`config.mk`:
```
export PLATFORM = sky130hd
export DESIGN_NAME = br_next_pc
export DESIGN_NICKNAME = d
export VERILOG_FILES = /design/src/rtl/br_next_pc.sv
export SDC_FILE = /design/constraint.sdc
export NUM_CORES = 1
export LEC_CHECK = 0
export BUFFER_PORTS_ARGS = -buffer_cell sky130_fd_sc_hd__buf_4
export CORE_AREA = 3 3 95 97
export DETAILED_ROUTE_END_ITERATION = 7
export DIE_AREA = 0 0 98 100
export PLACE_DENSITY = 0.76
export SKIP_CTS_REPAIR_TIMING = 1
export SLEW_MARGIN = 40
export SYNTH_ARGS = -nofsm -noshare
export SYNTH_HDL_FRONTEND = slang
export SYNTH_SLANG_ARGS = --single-unit
```
`constraint.sdc`:
```
create_clock -name clk -period 5.1 [get_ports clk]
set_input_delay 1.275 -clock clk [delete_from_list [all_inputs] [get_ports clk]]
set_output_delay 1.275 -clock clk [all_outputs]
set_load 0.1 [all_outputs]
```
`src/rtl/br_next_pc.sv`:
```
module br_next_pc #(
  parameter int XLEN    = 32,
  parameter int IMEM_AW = 16
) (
  input  logic               clk,
  input  logic               rst,
  input  logic               is_branch,
  input  logic [2:0]         funct3,
  input  logic [XLEN-1:0]    rs1_val,
  input  logic [XLEN-1:0]    rs2_val,
  input  logic [XLEN-1:0]    imm,
  output logic [XLEN-1:0]    pc,
  output logic [IMEM_AW-1:0] fetch_addr
);

  localparam logic [XLEN-1:0] STEP = XLEN'(4);

  logic            same, lt_s, lt_u, base_cond, valid_code, taken;
  logic [XLEN-1:0] offset, seq_pc, tgt_pc, nxt_pc;

  assign same   = (rs1_val == rs2_val);
  assign lt_s   = ($signed(rs1_val) < $signed(rs2_val));
  assign lt_u   = (rs1_val < rs2_val);

  always_comb begin
    base_cond  = 1'b0;
    valid_code = 1'b1;
    case (funct3[2:1])
      2'b00:   base_cond = same;
      2'b10:   base_cond = lt_s;
      2'b11:   base_cond = lt_u;
      default: valid_code = 1'b0;
    endcase
  end

  assign taken  = is_branch && valid_code && (base_cond ^ funct3[0]);
  assign offset = {imm[XLEN-1:1], 1'b0};
  assign seq_pc = pc + STEP;
  assign tgt_pc = pc + offset;
  assign nxt_pc = taken ? tgt_pc : seq_pc;

  always_ff @(posedge clk) begin
    if (rst) pc <= '0;
    else     pc <= nxt_pc;
  end

  assign fetch_addr = pc[IMEM_AW-1:0];

  logic armed;
  always_ff @(posedge clk) begin
    if (rst) armed <= 1'b1;
  end


  reset_zero_chk: assert property (@(posedge clk) disable iff (rst)
    $past(rst) |-> pc == '0);


  seq_step_chk: assert property (@(posedge clk) disable iff (rst)
    (armed && !$past(rst) && !$past(is_branch)) |-> pc == $past(pc) + STEP);


  reserved_code_chk: assert property (@(posedge clk) disable iff (rst)
    (armed && !$past(rst) && $past(funct3[2:1]) == 2'b01) |-> pc == $past(pc) + STEP);


  even_pc_chk: assert property (@(posedge clk) disable iff (rst)
    armed |-> !pc[0]);


  beq_taken_chk: assert property (@(posedge clk) disable iff (rst)
    (armed && !$past(rst) && $past(is_branch) && $past(funct3) == 3'b000
     && $past(rs1_val) == $past(rs2_val))
    |-> pc == $past(pc) + {$past(imm[XLEN-1:1]), 1'b0});

endmodule

```
==> results.toml <==
[critical_path]
critical_path_peak_fanout = 43
crit_required_ns = 5.33
end_kind = "flop"
reg2reg_slack_ns = 2.01
r2r.worst_path.cells = 10
critPathLaunchType = "input port"
critical_path_class = "input port to flop"
cp_arrival_ns = 4.15

[synth]
synth_simple_gate_area_share = 0.2013
synth_warnings = 0
synth_ff_type = "dfxtp_1"
ys_seq_area_frac = 0.1508
post-synth-top-area-cell = "ha_1"
main_combinational_cell_family_by_area_after_synthesis = "compound AO/OA/AOI/OAI gates"
synth-xor-area-share = 0.1085
synth_most_common_cell = "ha_1"
post_synth_num_cell_types = 53
adder_cell_share_of_the_synthesized_area = 0.1964
synth.top_cell.area_share = 0.1915
postSynth.asyncResetShare = 0
synthTopCellsByArea = "ha_1 (19%), dfxtp_1 (15%), a21oi_1 (6.2%), xor2_1 (6.2%), a211oi_1 (5.1%)"
synth.avg_cell_area_um2 = 7.469
synth.mux.area_fraction = 0.009729
synthesis.area_um2 = 4115
synth.top_cells.by_count = "ha_1 (63), a21oi_1 (51), inv_1 (48)"
synth-edff-count = 0
fraction_of_the_mapped_netlist_area_in_compound_gates = 0.2441
postSynthRegisterBits = 31
synthCells = 551

[placement]
gp_congestion = 0.8761
io_buffers = 146
placement.setup.worst_slack_ns = 0.9677
post-dp-hpwl_um = 9516

[timing]
totalNegativeSetupSlack_ns = 0
hold_viol_final = 0
timing.final.crit_period_ns = 3.921
unrepaired_setup_endpoints_after_global_routing = "no"
postLayoutSetupSlackWorst_ns = 1.179
final-setup-viol-count = 0
timing.hold.ws_ns = 0.5739
clock.fmax_mhz = 255.0
report.final.slew_viol_count = 0
slew_headroom = 0.6174
post-route-period-util = 0.7688
fin_skew_ns = 0.01696
max_slew.worst_pin.slew_ns = 0.5692

[global_routing]
overflow = 0
global_route.usage.total = 0.2277
grt_max_degree = 44
number_of_antenna_violations_at_the_first_check_in_global_routing = 0
wire_length_of_the_first_global_routing_pass_um = 18870
grt_pass1_vias = 4158

[cts]
root_buffer_selected_by_cts = "clkbuf_8"
worstSkewPairLatency_ns = 0.29
cts_tree = "yes"
cts.htree.levels = 2
cts_buffers = 5
clock-sinks = 31
max-clock-path-buffers = 2
clkSlewWorstSetupHoldPaths_ns = 0.08

[route]
drt.antenna.violating_nets = 0
wirelength_um = 11690
drc = 0
drt-initial-drc-count = 178
detailedRoute.firstPassIterationCount = 4
route.vias.total = 4393
post_drt_wl_per_cell_um = 14.91
viasPerCell = 5.603

[power_and_ir_drop]
power-per-cell-area_nw_per_um2 = 262.5
ir_drop_v = 0.0001666
p_leak_nw = 2.706
totalPowerFinal_mw = 1.388

[layout]
antenna_cells = 0
area.growth.synth_to_final_pct = 28.49
flip_flop_count_of_the_largest_register_after_layout = 31
drive_above_1_share = 0.2371
registers.top_by_ff_count = "pc"
nFillCells = 760
nNetsFinal = 844
top_registers = "pc: 31 flops"

[floorplanning]
die_width_um = 98
core_um2 = 8217
boundaryPins = 150
rows = 33
floorplan.die_area_um2 = 9800
floorplan.die.height_um = 100
initial_cell_density_of_the_core = 0.5008

[flow_run]
maxCapViolations = 0

[hold_path]
timing.hold.worst_path_depth = 2
hold_class = "flop to flop"

[status]
result_of_the_run = "complete, no violations"
==> layer usage <==
| metal | share of wire | GRT usage |
|---|---|---|
| met1 | 0.44 | 0.2865 |
| met2 | 0.49 | 0.4126 |
| met3 | 0.051 | 0.03544 |
| met4 | 0.012 | 0.04579 |
| met5 | 0 | 0 |
==> placed cells by master, fill, tap and decap left out, types with 7 or more instances in the layout <==
cell type and instances:
xnor2_1 22, buf_4 148, ha_1 63, dfxtp_1 31, nand2_1 39, o21ai_0 18, a21o_1 20, nor2_1 45
nand4_1 16, inv_1 48, a21oi_1 51, a31oi_1 7, nand3_1 22, and3_1 12, a211oi_1 28, xor2_1 29
==> cell type report <==
class	count	area [um2]	area share
Clock buffer	7	76.32	0.01443
Clock inverter	1	5.005	0.0009465
Inverter	48	180.2	0.03407
Multi-Input combinational cell	443	3143	0.5944
Sequential cell	31	620.6	0.1174
Tap cell	105	131.4	0.02485
Timing Repair Buffer	149	1131	0.2139
==> metrics by stage <==
stage               area, um2  cells    util
floorplan                4119    552       -
global placement         5199    776  0.6327
detailed placement       5206    776  0.6336
CTS                      5288    784  0.6435
global route             5288    784  0.6435
finish                   5288    784  0.6435
==> power breakdown <==
group	leakage (nW)	switching (mW)	internal [mW]
combinational	2.41	0.584	0.288
sequential	0.255	0.0493	0.271
clock	0.0422	0.0992	0.0959
total	2.71	0.733	0.655
==> worst max-delay path: stages <==
cell and delay (ns):
buf_4 0.08, inv_1 0.03, ha_1 0.30, nand4_1 0.17, nor4_2 0.57, a31oi_1 0.30
nor2_1 0.16, o211ai_1 0.09, a211o_1 0.27, a21o_1 0.19, buf_12 0.19, or3_1 0.39
a21oi_1 0.13
==> cell families after synthesis <==
kind of cell	Yosys count
xor+xnor	51
fa+ha+maj	64
flops	31
simple gates	167
buf+inv	78
compound gates	155
other cells	1
mux	4
==> final timing paths <==
check,startpoint,to
setup / recovery,rs2_val[23],pc[7]
setup reg to reg,pc[5],pc[22]
hold / removal,pc[1],pc[1]
hold reg to reg,pc[1],pc[1]
No activity file was read; power rests on OpenSTA's default activity.
